### src/rtl/pld_mc_pkg.sv
package pld_mc_pkg;

   typedef enum logic [1:0] {
      MODE_SIMPLE  = 2'd0,
      MODE_COMPLEX = 2'd1,
      MODE_REG     = 2'd2
   } mc_mode_e;

   localparam int POS_MID   = 0;
   localparam int POS_OUTER = 1;
   localparam int POS_INNER = 2;

   // 0/1 registered, 1/1 complex, anything else simple
   function automatic mc_mode_e decode_mode(input logic sel_a, input logic sel_b);
      if (!sel_a && sel_b)      return MODE_REG;
      else if (sel_a && sel_b)  return MODE_COMPLEX;
      else                      return MODE_SIMPLE;
   endfunction

endpackage

### src/rtl/mc_cfg_track.sv
module mc_cfg_track
   import pld_mc_pkg::*;
(
   input  logic     clk,
   input  logic     rst,
   input  logic     sel_a,
   input  logic     sel_b,
   input  logic     io_sel,
   output mc_mode_e mode_q,
   output logic     io_q,
   output logic     cfg_chg
);
   mc_mode_e mode_d;

   always_comb begin
      mode_d  = decode_mode(sel_a, sel_b);
      cfg_chg = (mode_d != mode_q) || (io_sel != io_q);
   end

   always_ff @(posedge clk or posedge rst) begin
      if (rst) begin
         mode_q <= MODE_SIMPLE;
         io_q   <= 1'b0;
      end else begin
         mode_q <= mode_d;
         io_q   <= io_sel;
      end
   end
endmodule

### src/rtl/mc_term_or.sv
module mc_term_or #(
   parameter int N_TERMS = 8
) (
   input  logic [N_TERMS-1:0] pterm,
   output logic               sum_all,
   output logic               sum_data,
   output logic               oe_term
);
   localparam int OE_IDX = 0;

   logic [N_TERMS-1:0] chain;

   assign chain[0] = 1'b0;

   generate
      for (genvar i = 1; i < N_TERMS; i++) begin : g_or
         assign chain[i] = chain[i-1] | pterm[i];
      end
   endgenerate

   assign sum_data = chain[N_TERMS-1];
   assign oe_term  = pterm[OE_IDX];
   assign sum_all  = sum_data | oe_term;
endmodule

### src/rtl/mc_state_bit.sv
module mc_state_bit (
   input  logic clk,
   input  logic rst,
   input  logic ld,
   input  logic ld_val,
   input  logic clr,
   input  logic cap,
   input  logic d,
   output logic q
);
   always_ff @(posedge clk or posedge rst) begin
      if (rst)       q <= 1'b0;
      else if (ld)   q <= ld_val;
      else if (clr)  q <= 1'b0;
      else if (cap)  q <= d;
   end
endmodule

### src/rtl/mc_fb_route.sv
module mc_fb_route
   import pld_mc_pkg::*;
#(
   parameter int CELL_POS = POS_MID
) (
   input  mc_mode_e mode,
   input  logic     io_q,
   input  logic     st_q,
   input  logic     pin_in,
   input  logic     nbr_in,
   input  logic     ded_in,
   output logic     fb
);
   localparam bit IS_OUTER = (CELL_POS == POS_OUTER);
   localparam bit IS_INNER = (CELL_POS == POS_INNER);

   logic cplx_src;
   logic simp_src;

   assign cplx_src = IS_OUTER ? ded_in : pin_in;
   assign simp_src = IS_INNER ? 1'b0   : nbr_in;

   always_comb begin
      case (mode)
         MODE_REG:     fb = io_q ? pin_in : ~st_q;
         MODE_COMPLEX: fb = cplx_src;
         default:      fb = simp_src;
      endcase
   end
endmodule

### src/rtl/pld_macrocell.sv
module pld_macrocell
   import pld_mc_pkg::*;
#(
   parameter int N_TERMS  = 8,
   parameter int CELL_POS = POS_MID
) (
   input  logic               clk,
   input  logic               rst_por,
   input  logic               preload_en,
   input  logic               preload_val,
   input  logic               gcfg_a,
   input  logic               gcfg_b,
   input  logic               cell_pol,
   input  logic               cell_io,
   input  logic [N_TERMS-1:0] pterm,
   input  logic               oe_n_pin,
   input  logic               pin_in,
   input  logic               nbr_in,
   input  logic               ded_in,
   output logic               out_val,
   output logic               out_en,
   output logic               fb_val
);
   generate
      if (N_TERMS < 2) begin : g_bad_terms
         $error("pld_macrocell: N_TERMS must be at least 2");
      end
      if (CELL_POS < POS_MID || CELL_POS > POS_INNER) begin : g_bad_pos
         $error("pld_macrocell: CELL_POS out of range");
      end
   endgenerate

   mc_mode_e mode_q;
   logic     io_q;
   logic     cfg_chg;
   logic     sum_all;
   logic     sum_data;
   logic     oe_term;
   logic     st_q;
   logic     reg_cell;
   logic     raw_val;

   mc_cfg_track u_cfg (
      .clk     (clk),
      .rst     (rst_por),
      .sel_a   (gcfg_a),
      .sel_b   (gcfg_b),
      .io_sel  (cell_io),
      .mode_q  (mode_q),
      .io_q    (io_q),
      .cfg_chg (cfg_chg)
   );

   mc_term_or #(.N_TERMS(N_TERMS)) u_or (
      .pterm    (pterm),
      .sum_all  (sum_all),
      .sum_data (sum_data),
      .oe_term  (oe_term)
   );

   assign reg_cell = (mode_q == MODE_REG) && !io_q;

   mc_state_bit u_st (
      .clk    (clk),
      .rst    (rst_por),
      .ld     (preload_en),
      .ld_val (preload_val),
      .clr    (cfg_chg),
      .cap    (reg_cell),
      .d      (sum_all),
      .q      (st_q)
   );

   always_comb begin
      case (mode_q)
         MODE_REG: begin
            raw_val = io_q ? sum_data : st_q;
            out_en  = io_q ? oe_term  : ~oe_n_pin;
         end
         MODE_COMPLEX: begin
            raw_val = sum_data;
            out_en  = oe_term;
         end
         default: begin
            raw_val = sum_all;
            out_en  = 1'b1;
         end
      endcase
   end

   assign out_val = cell_pol ? raw_val : ~raw_val;

   mc_fb_route #(.CELL_POS(CELL_POS)) u_fb (
      .mode   (mode_q),
      .io_q   (io_q),
      .st_q   (st_q),
      .pin_in (pin_in),
      .nbr_in (nbr_in),
      .ded_in (ded_in),
      .fb     (fb_val)
   );
endmodule

### config.mk
export PLATFORM = sky130hd
export DESIGN_NAME = pld_macrocell
export DESIGN_NICKNAME = d
export VERILOG_FILES = /design/src/rtl/pld_mc_pkg.sv /design/src/rtl/mc_cfg_track.sv /design/src/rtl/mc_term_or.sv /design/src/rtl/mc_state_bit.sv /design/src/rtl/mc_fb_route.sv /design/src/rtl/pld_macrocell.sv
export SDC_FILE = /design/constraint.sdc
export NUM_CORES = 1
export LEC_CHECK = 0
export BUFFER_PORTS_ARGS = -buffer_cell sky130_fd_sc_hd__buf_2
export CAP_MARGIN = 20
export CORE_AREA = 2 2 39 41
export CTS_CLUSTER_DIAMETER = 200
export DETAILED_ROUTE_END_ITERATION = 12
export DIE_AREA = 0 0 41 43
export PLACE_DENSITY = 0.5
export SLEW_MARGIN = 20
export SYNTH_ARGS = -nofsm -noshare
export SYNTH_HDL_FRONTEND = slang
export SYNTH_SLANG_ARGS = --single-unit
### constraint.sdc
create_clock -name clk -period 2.6 [get_ports clk]
set_input_delay 0.26 -clock clk [delete_from_list [all_inputs] [get_ports clk]]
set_output_delay 0.26 -clock clk [all_outputs]
set_load 0.05 [all_outputs]
## Word level (Yosys, flattened, before mapping)

Cells that the tools add are included.

- Register bits: 4
- Bits in latches: 0
- Bits in writable memories: 0
- ROM bits: 0
- Input port bits: 20
- Output and inout port bits: 3
- Logic and storage cells: 36
- Memories: 0

- Add/sub/neg operators: 0
- Multiply operators: 0
- Div/mod/pow operators: 0
- $lt $le $gt $ge: 0
- Eq/ne operators: 4
- Shifts and indexed selects: 0
- Multiplexer cells: 12
- Bitwise gates (word level): 10
- Reductions and logical operators: 7

Operators with widths:

| operator | count |
|---|---|
| 1-bit 2-to-1 mux | 8 |
| 1-bit bitwise OR | 7 |
| 1-bit one-hot mux with 2 select lines | 3 |
| 1-bit logical AND | 3 |
| 1-bit NOT | 3 |
| 3-bit nonzero test | 1 |
| 2-bit by 1-bit equality test with 1-bit output (second input constant) | 1 |
| 2-bit equality test (second input constant) | 1 |
| 1-bit zero test | 2 |
| 2-bit 2-to-1 mux | 1 |
| 2-bit inequality test | 1 |
| 1-bit logical OR | 1 |
| 1-bit inequality test | 1 |

## Longest topological paths before layout

Gate-level depths: netlist (run 1).

- Depth after elaboration: 10
- Gate-level depth with buffers: 6

## Modules after synthesis

From an unflattened synthesis (run 1), not the netlist that was laid out.

- Cells, all modules: 44
- Area total of the unflattened synthesis: 404.1 µm²

Modules (own cells, without submodules):

| module | times used | cells an instance | area each (µm²) | sequential area each (µm²) |
|---|---|---|---|---|
| mc_cfg_track | 1 | 11 | 141.4 | 75.1 |
| pld_macrocell | 1 | 14 | 108.9 | 0.0 |
| mc_fb_route | 1 | 9 | 63.8 | 0.0 |
| mc_state_bit | 1 | 5 | 55.1 | 25.0 |
| mc_term_or | 1 | 5 | 35.0 | 0.0 |

## Least setup slack after synthesis (run 1)

OpenSTA, ideal clock, no wires.

- Path kind: register -> output
- From: register u_cfg.mode_q[0]
- To: output out_val
- Arrival time: 2018 ps
- Required time: 2340 ps
- Path slack: 322 ps
- Cell stages (with the launch flop): 7
- Cell sequence: dfrtp_1 inv_1 ha_1 and4bb_1 a21oi_1 a32oi_1 xnor2_1

- Word-level cells in the longest chain between the ends: 4
- Elaborated cells between the ends (all ways): 5
- Those cells by class: eq/ne: 2; mux: 2; bitwise: 1

RTL lines:

| what | RTL line | source |
|---|---|---|
| start, declared | mc_cfg_track.sv:9 | `output mc_mode_e mode_q,` |
| start signal, assigned | mc_cfg_track.sv:25 | `mode_q <= mode_d;` |
| 2-bit by 1-bit equality test with 1-bit output or 2-bit equality test (tied branches) | pld_macrocell.sv:75 | `case (mode_q)` |
| 1-bit one-hot mux with 2 select lines (*) | pld_macrocell.sv:75 |  |
| 1-bit NOT | pld_macrocell.sv:91 | `assign out_val = cell_pol ? raw_val : ~raw_val;` |
| 1-bit 2-to-1 mux (*) | pld_macrocell.sv:91 |  |
| end, declared | pld_macrocell.sv:20 | `output logic out_val,` |

Every way passes the cells marked *; elsewhere a longest branch is shown, timed or not.

## Final worst setup path (run 1)

Ends and elaborated chain as after synthesis.

==> results.sh, run 1 <==
export IMPL_finalSetupViolCount=0
export IMPL_globalplace_congestion=0.656
export IMPL_routed_wl_um=816
export IMPL_finalSetupTns_ns=0
export IMPL_cts_buffer_depth=2
export IMPL_synth_cells=38
export IMPL_crit_path_end_kind="primary output"
export IMPL_synth_area_um2=315
export IMPL_seq_area_um2=100
export IMPL_drc=0
export IMPL_grt_usage=0.113
export IMPL_cts_tree="yes"
export IMPL_ys_seq_area_frac=0.317
export IMPL_setup_ws_ns=0.329
export IMPL_maxCapViolations=0
export IMPL_period_share=0.874
export IMPL_io_pins=23
export IMPL_numPortBuffers=21
export IMPL_drive_gt1_frac=0.413
export IMPL_slew_headroom=0.751
export IMPL_ant_nets=0
export IMPL_powerDensity_nw_per_um2=461
export IMPL_critPathLaunch="u_cfg.mode_q[0]"
export IMPL_die_w_um=41
export IMPL_grt_pass1_wl_mm=1.31
export IMPL_reg2regPathDepth=6
export IMPL_worstPathRequired_ns=2.34
export IMPL_htree_levels=1
export IMPL_start_util=0.228
export IMPL_fillers=162
export IMPL_pre_cts_ws_ns=0.578
export IMPL_dpl_hpwl_um=675
export IMPL_place_inst=75
export IMPL_post_route_min_period_ns=2.27
export IMPL_antenna_found_initial=0
export IMPL_core_um2=1380
export IMPL_crit_end="out_val"
export IMPL_ys_types=21
export IMPL_cts_sinks=4
export IMPL_drt_first_pass_iters=4
export IMPL_syn_area_per_cell_um2=8.30
export IMPL_vias=367
export IMPL_outcome="finished, final reports clean"
export IMPL_worst_ep_arrival_time_ns=2.01
export IMPL_postLayoutCoreUtil=0.342
export IMPL_rr_endpoint="u_st.q"
export IMPL_rsz0062_at_grt="false"
export IMPL_crit_fanout=6
export IMPL_grt_pass1_vias=360
export IMPL_ir_worst_vdd_v=0.000203
export IMPL_tightest_slew_ns=0.371
export IMPL_num_nets_final=87
export IMPL_max_freq_mhz=440
export IMPL_die_h_um=43
export IMPL_r2r_slack_ns=1.21
export IMPL_layoutNonFillerInstCount=79
export IMPL_hold_path_depth=1
export IMPL_yosysWarnings=0
export IMPL_crit_type="reg -> out"
export IMPL_crit_reg2reg_launch="u_cfg.mode_q[0]"
export IMPL_critPathLaunchType="register"
export IMPL_skew_ns=0.00127
export IMPL_via_per_inst=4.65
export IMPL_cts_buffers=3
export IMPL_grt_overflow=0
export IMPL_grt_max_degree=8
export IMPL_wl_per_cell_um=10.3
export IMPL_clock_root_buffer="clkbuf_4"
export IMPL_rows=14
export IMPL_hold_viol_final=0
export IMPL_slew_viol_final=0
export IMPL_leakage_uw=0.000239
export IMPL_clkTransAtPathRegs_ns=0.04
export IMPL_multi_input_area_um2=204
export IMPL_ys_flop_type="dfrtp_1"
export IMPL_synth_edff_count=0
export IMPL_antenna_cells=0
export IMPL_syn_to_final_growth_pct=50.0
export IMPL_post_cts_buffers=0
export IMPL_async_flop_share=1.00
export IMPL_clk_latency_ns=0.23
export IMPL_syn_nets=60
export IMPL_p_total_uw=218
export IMPL_drtIter0Drc=6
export IMPL_ys_seq_elements=4
export IMPL_hp_class="in -> reg"
export IMPL_dieArea_um2=1760
==> through the flow <==
step,hold WS (ns),instance area (µm²)
finish,0.177,473
global route,0.153,473
CTS,0.170,473
detailed placement,0.144,440
global placement,0.146,440
floorplan,0.0261,315
==> layer usage <==
layer | part of all wire | GRT usage | up-vias
li1 | - | - | 191
met1 | 0.43 | 0.124 | 155
met2 | 0.47 | 0.166 | 21
met3 | 0.11 | 0.0314 | 0
met4 | 0 | 0.100 | 0
met5 | 0 | 0 | -
==> Yosys cell counts (all sizes together) (2+ instances only) <==
cell,number,area [µm²]
o21ai,5,25.0
dfrtp,4,100
xnor2,2,17.5
inv,3,11.3
nor2,4,15.0
nand2,3,11.3
ha,2,25.0
a21oi,2,10.0
==> registers in the layout (all words and copies together), names as in the netlist <==
name,cells
u_cfg.mode_q,2
u_cfg.io_q,1
u_st.q,1
==> kinds of logic after synthesis <==
logic type	share of synthesized area
simple gates	0.242
compound gates	0.270
xor+xnor	0.0556
fa+ha+maj	0.0794
buf+inv	0.0357
flops	0.317
==> repair_timing <==
action / 4_1_cts / 5_1_grt
setup endpoints to repair: 0 / 0
hold buffers: 1 / 0
gates resized for setup: 0 / 0
endpoints found under the hold margin: 4 / 0
==> worst min path at each step <==
stage / start / end / slack [ns]
final: cell_io / u_cfg.io_q / 0.18
after global routing: cell_io / u_cfg.io_q / 0.15
after CTS: cell_io / u_cfg.io_q / 0.17
after detailed placement: rst_por / u_cfg.mode_q[1] / 0.14
after global placement: rst_por / u_cfg.io_q / 0.15
after floorplan: rst_por / u_cfg.io_q / 0.03
==> power breakdown <==
part	switching (µW)	internal, µW	total (µW)
logic	43.3	29.2	72.5
registers	4.14	66.1	70.2
clock network	23.7	51.5	75.2
==> layout make-up <==
type / instances / area share
Inverter: 3 / 0.0238
Sequential cell: 4 / 0.212
Clock buffer: 3 / 0.0476
Multi-Input combinational cell: 31 / 0.431
Timing Repair Buffer: 22 / 0.243
Tap cell: 16 / 0.0423
==> worst max-delay path, cell delays in order, from the launching register on <==
cell	delay (ns)
dfrtp_1	0.39
inv_1	0.06
ha_1	0.36
and4bb_1	0.29
a21oi_1	0.04
a32oi_1	0.23
xnor2_1	0.13
buf_2	0.27
==> placed cells by master (no fill, tap or decap) <==
cell / Yosys / final
a31oi_1: 1 / 1
a21o_2: 1 / 1
o21ai_0: 5 / 5
nor2b_1: 1 / 1
clkbuf_4: 0 / 3
a32o_1: 1 / 1
and2_1: 1 / 1
and4bb_1: 1 / 1
nand2_1: 3 / 3
nand3_1: 1 / 1
buf_2: 0 / 21
nand2b_2: 1 / 1
a32oi_1: 1 / 1
a22oi_1: 1 / 1
xnor2_1: 2 / 2
a211o_1: 1 / 1
inv_1: 3 / 3
dlygate4sd3_1: 0 / 1
ha_1: 2 / 2
a21oi_1: 2 / 2
nor3_1: 1 / 1
dfrtp_1: 4 / 4
nor4_1: 1 / 1
nor2_1: 4 / 4
(Power assumes the default switching activity.)
==> run 2: changes to the inputs <==
CTS_BUF_LIST = sky130_fd_sc_hd__clkbuf_8   (was default)
PLACE_DENSITY = 0.51   (was 0.5)
REMOVE_ABC_BUFFERS = 1   (was default)
==> run 2 against run 1 <==
Non-clock buffer count stayed put. Critical path depth stayed put. Sequential power hardly changed. Highest routed layer unchanged. Global-route usage is 2.1 points lower. Die area stayed put. Sequential share of layout area is 0.81 points lower. Sequential cell count stayed put. Largest power group unchanged. Fmax is 2.6% higher. Largest cell class unchanged.
==> results.sh, run 2 (synthesized netlist as in run 1, its figures left out) <==
export IMPL_leakage_uw=0.000246
export IMPL_clkTransAtPathRegs_ns=0.03
export IMPL_crit_path_top_delay_cell="dfrtp_1"
export IMPL_worstPathRequired_ns=2.34
export IMPL_clock_root_buffer="clkbuf_8"
export IMPL_vias=355
export IMPL_grt_max_degree=8
export IMPL_worst_ep_arrival_time_ns=1.95
export IMPL_max_stage_delay_ns=0.36
export IMPL_clk_latency_ns=0.21
export IMPL_skew_ns=0.000380
export IMPL_ant_nets=0
export IMPL_io_pins=23
export IMPL_hp_class="in -> reg"
export IMPL_critPathLaunchType="register"
export IMPL_antenna_found_initial=0
export IMPL_min_delay_start="cell_io"
export IMPL_via_per_inst=4.49
export IMPL_crit_chain="inv_1, ha_1, and4bb_1, a21oi_1, a32oi_1, xnor2_1, buf_2"
export IMPL_max_freq_mhz=452
export IMPL_swShare=0.283
export IMPL_placedInstanceArea_um2=440
export IMPL_post_route_min_period_ns=2.21
export IMPL_p_sw_uw=76.4
export IMPL_combPwrFrac=0.266
export IMPL_slew_headroom=0.754
export IMPL_cts_sinks=4
export IMPL_powerDensity_nw_per_um2=550
export IMPL_outcome="finished, final reports clean"
export IMPL_routed_wl_um=775
export IMPL_numPortBuffers=21
export IMPL_grt_usage=0.0919
export IMPL_final_common_cell="buf_2"
export IMPL_grt_overflow=0
export IMPL_post_cts_buffers=0
export IMPL_num_nets_final=87
export IMPL_drt_first_pass_iters=4
export IMPL_period_share=0.851
export IMPL_core_um2=1380
export IMPL_slew_viol_final=0
export IMPL_seqPwrFrac=0.259
export IMPL_grt_pass1_vias=307
export IMPL_final_cell_mix="21 x buf_2, 5 x o21ai_0, 4 x nor2_1, 4 x dfrtp_1"
export IMPL_start_util=0.228
export IMPL_ir_worst_vdd_v=0.000269
export IMPL_drc=0
export IMPL_htree_levels=1
export IMPL_drtIter0Drc=5
export IMPL_cts_repair_resized=0
export IMPL_reg_top3="u_cfg.mode_q x2, u_cfg.io_q x1, u_st.q x1"
export IMPL_top_register="u_cfg.mode_q"
export IMPL_grt_pass1_wl_mm=1.09
export IMPL_largest_reg_flops=2
export IMPL_drive_gt1_frac=0.413
export IMPL_wl_per_cell_um=9.81
export IMPL_antenna_cells=0
export IMPL_pwr_share_clk=0.474
export IMPL_p_int_uw=194
export IMPL_rsz0062_at_grt="false"
export IMPL_rows=14
export IMPL_hold_viol_final=0
export IMPL_cts_buffers=3
export IMPL_crit_path_end_kind="primary output"
export IMPL_fin_area_um2=492
export IMPL_tightest_slew_ns=0.366
export IMPL_p_total_uw=270
export IMPL_cts_buffer_depth=2
export IMPL_cts_tree="yes"
export IMPL_crit_type="reg -> out"
export IMPL_critPathLaunch="u_cfg.mode_q[0]"
export IMPL_postLayoutCoreUtil=0.355
export IMPL_crit_reg2reg_launch="u_cfg.mode_q[0]"
export IMPL_die_w_um=41
export IMPL_finalSetupTns_ns=0
export IMPL_maxCapViolations=0
export IMPL_crit_fanout=6
export IMPL_die_h_um=43
export IMPL_globalplace_congestion=0.616
export IMPL_finalSetupViolCount=0
export IMPL_syn_to_final_growth_pct=56.0
export IMPL_dieArea_um2=1760
## run 2: cell counts in the layout (fill, tap and decap cells not counted)
Identical to the previous run, type by type.
## run 2: cell type report
class                           instances  area (µm²)
Sequential cell                         4         100
Multi-Input combinational cell         31         204
Timing Repair Buffer                   22         115
Inverter                                3        11.3
Clock buffer                            3        41.3
Tap cell                               16        20.0
Fill cell                             149         892
## run 2: power groups by stage
stage | Clock [µW] | Sequential, µW | Combinational [µW]
3_5_place_dp | 0 | 70.8 | 71.4
3_3_place_gp | 0 | 70.7 | 71.3
6_report | 128 | 70.1 | 72.0
4_1_cts | 133 | 70.1 | 72.7
2_1_floorplan | 0 | 69.7 | 47.4
5_1_grt | 134 | 70.9 | 79.4
## run 2: through the flow
stage,hold slack (ns),cells,worst slack (ns)
6_report,0.191,79,0.387
2_1_floorplan,0.0261,38,0.322
5_1_grt,0.193,79,0.274
3_3_place_gp,0.143,75,0.588
4_1_cts,0.187,79,0.361
3_5_place_dp,0.144,75,0.591
## run 2: final timing paths
kind,endpoint,slack [ns],cells after the start
setup / recovery,out_val,0.39,7
hold reg to reg,u_st.q,0.68,3
max in group asynchronous,u_cfg.io_q,1.99,3
setup reg to reg,u_st.q,1.24,6
hold / removal,u_cfg.io_q,0.19,1
min in group asynchronous,u_cfg.mode_q[0],0.47,3
## run 2: worst max-delay path, delay by kind of cell, from the launching register on
| family | cells | cell delay, ns |
|---|---|---|
| adders and majority gates | 1 | 0.36 |
| DFF | 1 | 0.36 |
| and+or+nand+nor | 1 | 0.29 |
| AOI/OAI and AO/OA | 2 | 0.26 |
| xor gates and xnor gates | 1 | 0.13 |
| buffers and inverters | 2 | 0.32 |
## run 2: what timing repair did
action                                 CTS  global route
endpoints found under the hold margin    4             0
setup endpoints to repair                0             0
hold buffers                             1             0
## run 2: metal layers
layer	part of all wire	track usage	up-vias
li1	-	-	188
met1	0.45	0.111	148
met2	0.43	0.131	19
met3	0.12	0.0157	0
met4	0	0.0800	0
met5	0	0	-
